### src/rtl/can_acf_pkg.sv
package can_acf_pkg;
   localparam int unsigned DEF_BASE_W = 11;
   localparam int unsigned DEF_EXT_W  = 18;
   localparam int unsigned DEF_NBUF   = 16;
   localparam int unsigned DEF_NPRIV  = 2;

   typedef enum logic [1:0] {
      TGT_NONE = 2'd0,
      TGT_BUF  = 2'd1,
      TGT_MASK = 2'd2
   } acf_tgt_e;
endpackage

### src/rtl/can_acf_regs.sv
module can_acf_regs
   import can_acf_pkg::*;
#(
   parameter int unsigned NBUF   = DEF_NBUF,
   parameter int unsigned NMASK  = DEF_NPRIV + 1,
   parameter int unsigned ID_W   = DEF_BASE_W + DEF_EXT_W,
   parameter int unsigned WORD_W = ID_W + 3,
   parameter int unsigned ADDR_W = 5
) (
   input  logic              clk,
   input  logic              rst_n,
   input  logic              wr_en,
   input  logic [ADDR_W-1:0] wr_addr,
   input  logic [WORD_W-1:0] wr_data,
   output logic [WORD_W-1:0] buf_o  [NBUF],
   output logic [ID_W-1:0]   mask_o [NMASK]
);
   acf_tgt_e tgt;
   int unsigned addr_i;

   always_comb begin
      addr_i = int'(wr_addr);
      if (!wr_en)                     tgt = TGT_NONE;
      else if (addr_i < NBUF)         tgt = TGT_BUF;
      else if (addr_i < NBUF + NMASK) tgt = TGT_MASK;
      else                            tgt = TGT_NONE;
   end

   for (genvar b = 0; b < NBUF; b++) begin : g_buf
      logic [WORD_W-1:0] q;
      always_ff @(posedge clk or negedge rst_n) begin
         if (!rst_n)                             q <= '0;
         else if (tgt == TGT_BUF && addr_i == b) q <= wr_data;
      end
      assign buf_o[b] = q;

      // a descriptor write is visible from the following cycle
      a_r11_buf_write_lands: assert property (@(posedge clk) disable iff (!rst_n)
         (wr_en && int'(wr_addr) == b) |=> (q == $past(wr_data)));
   end

   for (genvar m = 0; m < NMASK; m++) begin : g_mask
      logic [ID_W-1:0] q;
      always_ff @(posedge clk or negedge rst_n) begin
         if (!rst_n)                                     q <= '1;
         else if (tgt == TGT_MASK && addr_i == NBUF + m) q <= wr_data[ID_W-1:0];
      end
      assign mask_o[m] = q;
   end
endmodule

### src/rtl/can_acf_cmp.sv
module can_acf_cmp #(
   parameter int unsigned BASE_W = 11,
   parameter int unsigned EXT_W  = 18,
   parameter int unsigned ID_W   = BASE_W + EXT_W,
   parameter int unsigned WORD_W = ID_W + 3
) (
   input  logic [WORD_W-1:0] cfg_i,
   input  logic [ID_W-1:0]   mask_i,
   input  logic [BASE_W-1:0] fr_base,
   input  logic [EXT_W-1:0]  fr_ext,
   input  logic              fr_ide,
   output logic              match_o
);
   logic              en, rx, ide;
   logic [BASE_W-1:0] id_b, mk_b;
   logic [EXT_W-1:0]  id_e, mk_e;
   logic              base_ok, ext_ok;

   assign {en, rx, ide, id_b, id_e} = cfg_i;
   assign {mk_b, mk_e}              = mask_i;

   always_comb begin
      base_ok = ((fr_base ^ id_b) & mk_b) == '0;
      ext_ok  = !fr_ide || (((fr_ext ^ id_e) & mk_e) == '0);
      match_o = en && rx && (ide == fr_ide) && base_ok && ext_ok;
   end
endmodule

### src/rtl/can_acf_prio.sv
module can_acf_prio #(
   parameter int unsigned N     = 16,
   parameter int unsigned IDX_W = (N > 1) ? $clog2(N) : 1
) (
   input  logic [N-1:0]     req_i,
   output logic             any_o,
   output logic [IDX_W-1:0] idx_o
);
   logic [N-1:0] below;

   always_comb begin
      any_o = 1'b0;
      idx_o = '0;
      for (int i = N - 1; i >= 0; i--) begin
         if (req_i[i]) begin
            any_o = 1'b1;
            idx_o = IDX_W'(i);
         end
      end
   end

   always_comb begin
      below = '0;
      for (int i = 0; i < N; i++) begin
         if (i < int'(idx_o)) below[i] = 1'b1;
      end
   end

   // the reported request is set and no lower request exists
   always_comb begin
      if (any_o) begin
         a_r9_lowest_wins: assert (req_i[idx_o] && ((req_i & below) == '0));
      end
   end
endmodule

### src/rtl/can_acf_top.sv
module can_acf_top
   import can_acf_pkg::*;
#(
   parameter int unsigned NBUF   = DEF_NBUF,
   parameter int unsigned NPRIV  = DEF_NPRIV,
   parameter int unsigned BASE_W = DEF_BASE_W,
   parameter int unsigned EXT_W  = DEF_EXT_W,
   localparam int unsigned ID_W   = BASE_W + EXT_W,
   localparam int unsigned WORD_W = ID_W + 3,
   localparam int unsigned NMASK  = NPRIV + 1,
   localparam int unsigned ADDR_W = $clog2(NBUF + NMASK + 1),
   localparam int unsigned IDX_W  = $clog2(NBUF)
) (
   input  logic              clk,
   input  logic              rst_n,
   input  logic              wr_en,
   input  logic [ADDR_W-1:0] wr_addr,
   input  logic [WORD_W-1:0] wr_data,
   input  logic              fr_vld,
   input  logic [BASE_W-1:0] fr_base,
   input  logic [EXT_W-1:0]  fr_ext,
   input  logic              fr_ide,
   output logic              hit_q,
   output logic [IDX_W-1:0]  idx_q
);
   if (NBUF < 2) begin : g_chk_nbuf
      $error("can_acf_top: NBUF must be at least 2");
   end
   if (NPRIV >= NBUF) begin : g_chk_npriv
      $error("can_acf_top: NPRIV must be smaller than NBUF");
   end

   localparam int unsigned FIRST_PRIV = NBUF - NPRIV;

   logic [WORD_W-1:0] buf_cfg [NBUF];
   logic [ID_W-1:0]   mask   [NMASK];
   logic [NBUF-1:0]   match_vec;
   logic              any_hit;
   logic [IDX_W-1:0]  win_idx;

   can_acf_regs #(
      .NBUF(NBUF), .NMASK(NMASK), .ID_W(ID_W), .WORD_W(WORD_W), .ADDR_W(ADDR_W)
   ) regs_i (
      .clk(clk), .rst_n(rst_n), .wr_en(wr_en), .wr_addr(wr_addr),
      .wr_data(wr_data), .buf_o(buf_cfg), .mask_o(mask)
   );

   for (genvar k = 0; k < NBUF; k++) begin : g_slot
      logic [ID_W-1:0] sel_mask;
      if (k >= FIRST_PRIV) begin : g_priv
         assign sel_mask = mask[k - FIRST_PRIV + 1];
      end else begin : g_glob
         assign sel_mask = mask[0];
      end
      can_acf_cmp #(
         .BASE_W(BASE_W), .EXT_W(EXT_W)
      ) cmp_i (
         .cfg_i(buf_cfg[k]), .mask_i(sel_mask), .fr_base(fr_base),
         .fr_ext(fr_ext), .fr_ide(fr_ide), .match_o(match_vec[k])
      );
   end

   can_acf_prio #(.N(NBUF), .IDX_W(IDX_W)) prio_i (
      .req_i(match_vec), .any_o(any_hit), .idx_o(win_idx)
   );

   always_ff @(posedge clk or negedge rst_n) begin
      if (!rst_n) begin
         hit_q <= 1'b0;
         idx_q <= '0;
      end else begin
         hit_q <= fr_vld && any_hit;
         if (fr_vld && any_hit) idx_q <= win_idx;
      end
   end

   // a hit only ever follows a strobe
   a_r10_hit_after_strobe: assert property (@(posedge clk) disable iff (!rst_n)
      hit_q |-> $past(fr_vld));
   // the index holds whenever no hit is reported
   a_r10_idx_holds: assert property (@(posedge clk) disable iff (!rst_n)
      !hit_q |-> $stable(idx_q));
   // a hit is a single-cycle pulse unless strobes are back to back
   a_r10_single_pulse: assert property (@(posedge clk) disable iff (!rst_n)
      (hit_q && !$past(fr_vld, 2)) |-> !$past(hit_q));
endmodule

### config.mk
export PLATFORM = sky130hd
export DESIGN_NAME = can_acf_top
export DESIGN_NICKNAME = d
export VERILOG_FILES = /design/src/rtl/can_acf_pkg.sv /design/src/rtl/can_acf_regs.sv /design/src/rtl/can_acf_cmp.sv /design/src/rtl/can_acf_prio.sv /design/src/rtl/can_acf_top.sv
export SDC_FILE = /design/constraint.sdc
export NUM_CORES = 1
export LEC_CHECK = 0
export BUFFER_PORTS_ARGS = -buffer_cell sky130_fd_sc_hd__clkbuf_2
export CAP_MARGIN = 20
export CORE_MARGIN = 2
export CORE_UTILIZATION = 60
export DETAILED_ROUTE_END_ITERATION = 12
export GPL_TIMING_DRIVEN = 1
export PLACE_DENSITY = 0.78
export SLEW_MARGIN = 20
export SYNTH_ARGS = -nofsm -noshare
export SYNTH_HDL_FRONTEND = slang
export SYNTH_SLANG_ARGS = --single-unit
### constraint.sdc
create_clock -name clk -period 4.29 [get_ports clk]
set_input_delay 1.0725 -clock clk [delete_from_list [all_inputs] [get_ports clk]]
set_output_delay 1.0725 -clock clk [all_outputs]
set_load 0.03 [all_outputs]
=== Yosys cells after proc, flatten, opt, wreduce, memory -nomap -nowiden ===
Index checks and enable logic that the tools add are counted.

* Bits in registers: 604
* Input bits: 71
* Output and inout bits: 5

* Magnitude comparators: 2
* Equality and inequality tests: 36
* Muxes and demuxes: 35
* Bitwise logic cells: 64
* Reduce and logical (&&, ||, !) cells: 134

{| class="wikitable"
|+ Operators by type and width
! cell !! number
|-
| bitwise AND 18 bit || 16
|-
| zero test 18 bit || 16
|-
| XOR 18 bit || 16
|-
| bitwise AND 11 bit || 16
|-
| zero test 11 bit || 16
|-
| XOR 11 bit || 16
|-
| logical AND 1 bit || 84
|-
| two-way mux 4 bit || 16
|-
| equality test 5 x 4 -> 1 bit (second input constant) || 8
|-
| zero test 32 bit || 1
|-
| equality test 5 x 3 -> 1 bit (second input constant) || 4
|-
| equality test 1 bit || 16
|-
| logical OR 1 bit || 16
|-
| two-way mux 1 bit || 16
|-
| equality test 5 bit (second input constant) || 3
|-
| equality test 5 x 2 -> 1 bit (second input constant) || 2
|-
| < comparator 5 bit (second input constant) || 2
|-
| two-way mux 2 bit || 3
|-
| equality test 5 x 1 -> 1 bit (second input constant) || 1
|-
| equality test 2 x 1 -> 1 bit (second input constant) || 1
|-
| equality test 2 bit (second input constant) || 1
|-
| zero test 1 bit || 1
|}

=== Depth between registers and ports, before layout ===
* Depth in word-level cells: 22
* Gate-level depth with buffers: 11
* Depth with buffers taken out: 9

=== Cells and area by module ===
A second synthesis with hierarchy kept.

* Cells, all modules: 2193
* Area total of the unflattened synthesis: 30135.2 um^2

{| class="wikitable"
|+ By module, submodules not included
! module !! times used !! cells an instance !! area each (um^2) !! seq. area each (um^2)
|-
| can_acf_regs || 1 || 1349 || 22634.2 || 15098.2
|-
| can_acf_cmp || 16 || 50 || 445.4 || 0.0
|-
| can_acf_top || 1 || 11 || 195.2 || 125.1
|-
| can_acf_prio || 1 || 33 || 178.9 || 0.0
|}

=== Least setup slack after synthesis ===
Ideal clock, no wire load.

* Kind: input port to flip-flop
* Start point: input fr_ext[8]
* End point: register idx_q[0]
* Arrival: 2.852 ns
* Path slack: 1.316 ns
* Stages on the path: 11
* Buffers on the path: 2
* Path through: buf_6 -> buf_8 -> xor2_1 -> a22oi_2 -> nand2_1 -> o41ai_2 -> nand4_1 -> clkinv_1 -> o21ai_1 -> a211o_1 -> a32o_1

* Word-level cells in the longest chain between the ends: 22
* Elaborated cells between the ends (all ways): 113
* Those cells by class: 32 x mux; 32 x bitwise; 49 x reduce/logical

{| class="wikitable"
|+ Ends and longest elaborated chain
! what !! RTL line !! text
|-
| from (decl) || can_acf_top.sv:21 || <nowiki>input logic [EXT_W-1:0] fr_ext,</nowiki>
|-
| XOR 18 bit || can_acf_cmp.sv:24 || <nowiki>ext_ok = !fr_ide || (((fr_ext ^ id_e) & mk_e) == '0);</nowiki>
|-
| bitwise AND 18 bit || can_acf_cmp.sv:24 ||
|-
| zero test 18 bit || can_acf_cmp.sv:24 ||
|-
| logical OR 1 bit || can_acf_cmp.sv:24 ||
|-
| logical AND 1 bit || can_acf_cmp.sv:25 || <nowiki>match_o = en && rx && (ide == fr_ide) && base_ok && ext_ok;</nowiki>
|-
| two-way mux 1 bit (16 in a row) || can_acf_prio.sv:15 || <nowiki>if (req_i[i]) begin</nowiki>
|-
| logical AND 1 bit || can_acf_top.sv:73 || <nowiki>if (fr_vld && any_hit) idx_q <= win_idx;</nowiki>
|-
| to (signal assigned) || can_acf_top.sv:73 ||
|-
| to (decl) || can_acf_top.sv:24 || <nowiki>output logic [IDX_W-1:0] idx_q</nowiki>
|}

Several ways; a longest one is shown, not always the timed one.
A chain may end at the register's enable or synchronous reset.

=== Worst setup path in the final report ===
* Start point: input fr_ext[5]
* End point: register idx_q[1]

Same word-level chain as after synthesis.

==> metrics.csv <==
metric,value,unit
holdWs,469,ps
die_x,228,microns
p_switching,5.19,mW
hold_buffers,0,
syn-num-nets,2398,
synth_mux_area_share,22.4,%
critPathRequiredTime,4790,ps
vias,19600,
yosys_most_used_dff,dfrtp_1,
avgRoutedWirePerCell,27.9,microns
antenna_found_initial,6,
cts_tree,done,
cts_made_buffers,66,
max_freq,282,MHz
rsz0062_at_grt,no,
internal_power,12.1,mW
core,49900,sq um
synth_fa_ha_area_share,0,%
min-delay-path-class,in2async,
drv_slew,0,
synth_edf_count,0,
p_sw_share,30.0,%
period_minus_slack,3550,ps
place.gp.congestion,0.945,
ys_seq_elements,604,
relSlewSlack,41.4,%
setup_viol,0,
fp-row-count,82,
powerDensity,519,nW/um^2
synth_top_family_by_area,multiplexers,
timing.final.crit_share,82.7,%
seq_power_share,46.3,%
avgSynthCellArea,13.0,sq um
drive_gt1_share,40.0,%
synth_top_area_share,42.9,%
p_leak,15.6,nW
crit_type,in2reg,
vdd_drop_max,0.398,mV
first_iter_violations,1779,
synth-warning-count,0,
status,completed,
layout-area-overhead-vs-synth,10.4,%
dr.pass1.iters,6,
ctsResizeCount,0,
cts.sinks,604,
grt_start_max_net_pins,89,
post-cts-setup-buffer-count,0,
path_max_fanout,11,
p_comb_share,20.2,%
synth_area_leaders,"dfrtp_1, mux2_2, xor2_1",
clock_path_buffers,3,
seq_area_frac_synth,50.5,%
synth_simple_gate_area_share,2.62,%
skew,18.6,ps
cp-end-kind,flop,
synth-compound-area-share,6.87,%
pwr-share-clk,33.5,%
path_clk_slew,60,ps
insertion_delay,620,ps
ys_async_sr_fraction,100,%
io_pins,76,
maxCapViolations,0,
overflow,0,
detail-route-antenna-nets,0,
drc_errors,0,
cts-htree-levels,3,
grt_pass1_vias,20900,
initial_utilization,60.4,%
syn-cell-area,30100,sq um
dieArea,52000,sq um
root_buffer,clkbuf_16,
critical_path_arrival,4050,ps
worstMarginPinSlew,879,ps
grt.total_usage,33.5,%
worstSetupStartpointType,input pin,
final_nets,2410,
numPortBuffers,75,
tns,0,ps
vias_per_cell,6.40,
ys_types,44,
finalHoldViolations,0,
syn_inst,2327,
synth_top_area_cell,dfrtp_1,
synth_xor_area_share,13.9,%
dp_hpwl,55300,microns
die_y,228,microns
grt_pass1_wl,131000,microns
wl,85600,microns
final timing paths:
path / from / end / slack [ps] / cells past startpoint
max: fr_ext[5] / idx_q[1]$_DFFE_PN0P_ / 740 / 11
min: rst_n / regs_i.g_buf[14].q[7]$_DFFE_PN0P_ / 470 / 1
max reg2reg: regs_i.g_buf[6].q[8]$_DFFE_PN0P_ / idx_q[1]$_DFFE_PN0P_ / 1350 / 10
min reg2reg: regs_i.g_buf[14].q[31]$_DFFE_PN0P_ / regs_i.g_buf[14].q[31]$_DFFE_PN0P_ / 510 / 1
max in group asynchronous: rst_n / regs_i.g_mask[0].q[12]$_DFFE_PN1P_ / 2670 / 3
min in group clk: regs_i.g_buf[14].q[31]$_DFFE_PN0P_ / regs_i.g_buf[14].q[31]$_DFFE_PN0P_ / 510 / 1
cells in the mapped netlist, types with 27 or more instances:
cell	n
clkbuf_1	82
dfstp_2	87
buf_1	64
nand4_1	31
a221oi_1	36
buf_2	27
a22o_1	27
xor2_1	465
dfrtp_1	517
mux2_2	591
a22oi_1	160
nand2_1	89
per-stage QoR:
| step | power, mW | setup slack (ps) | cells | utilization [%] | instance area, sq um |
|---|---|---|---|---|---|
| after floorplan | 10.2 | 1320 | 2327 | - | 30100 |
| after global placement | 11.3 | 285 | 2943 | 62.3 | 31100 |
| after detailed placement | 11.5 | 219 | 2943 | 62.3 | 31100 |
| after CTS | 17.3 | 848 | 3064 | 66.7 | 33300 |
| after global routing | 18.0 | 686 | 3070 | 66.7 | 33300 |
| final | 17.3 | 744 | 3070 | 66.7 | 33300 |
area by class of cell:
cell class              instances  area, sq um
well taps                     672          841
diodes                          6         15.0
flip-flops and latches        604        15200
repair buffers                156         1090
clock buffers                 105         1980
inverters                       5         18.8
multi-input cells            1506        13900
clock inverters                16          221
fillers                      3694        16600
power groups by stage:
stage          registers, mW  logic (mW)  clock network, mW
2_1_floorplan           7.63        2.55                  0
3_5_place_dp            8.07        3.44                  0
6_report                8.00        3.50               5.79
3_3_place_gp            7.99        3.34                  0
4_1_cts                 7.98        3.47               5.82
5_1_grt                 8.13        3.77               6.07
cells by family (layout without fill, tap and decap cells):
kind of cell / Yosys count / after routing
other: 0 / 6
buffers and inverters: 217 / 282
XOR/XNOR: 480 / 480
AO/OA/AOI/OAI: 259 / 259
flip-flops: 604 / 604
AND/OR/NAND/NOR: 168 / 168
multiplexers: 599 / 599
per-layer routing:
layer | GRT usage [%] | vias up | part of all wire, %
li1 | - | 8247 | -
met1 | 41.8 | 10300 | 39
met5 | 0 | - | 0
met3 | 6.75 | 265 | 6.5
met4 | 17.9 | 0 | 5.5
met2 | 55.4 | 782 | 49
flip-flops by register name, indices dropped and copies added, names as in the netlist:
name and count:
regs_i.g_buf.q 512, regs_i.g_mask.q 87, hit_q 1, idx_q 4
placed cells by master (no fill, tap or decap), drive strengths merged, types with 2 or more instances in the layout:
master  count
or3         2
nor2b       4
a22oi     162
o21a        2
clkinv      8
xor2      465
nor3        7
o21ai       5
mux2      599
a32o        2
nand2b      2
bufinv      4
clkbuf    179
a21boi      3
inv         9
nand3      20
a221oi     36
o41ai      16
nand2      89
a22o       27
nand4      31
diode       6
nor2        3
and2        2
xnor2      15
dfstp      87
dfrtp     517
nor4        6
buf        82
critical path: stages:
cell      delay (ps)
clkbuf_2         280
buf_4            280
xor2_1           160
a22oi_1          230
nand2_1          180
o41ai_1          810
nand4_1          260
nand4_1          230
o21ai_0          130
and2_1           190
a32o_1           210
Note: power is estimated with default switching activity, not from simulation.
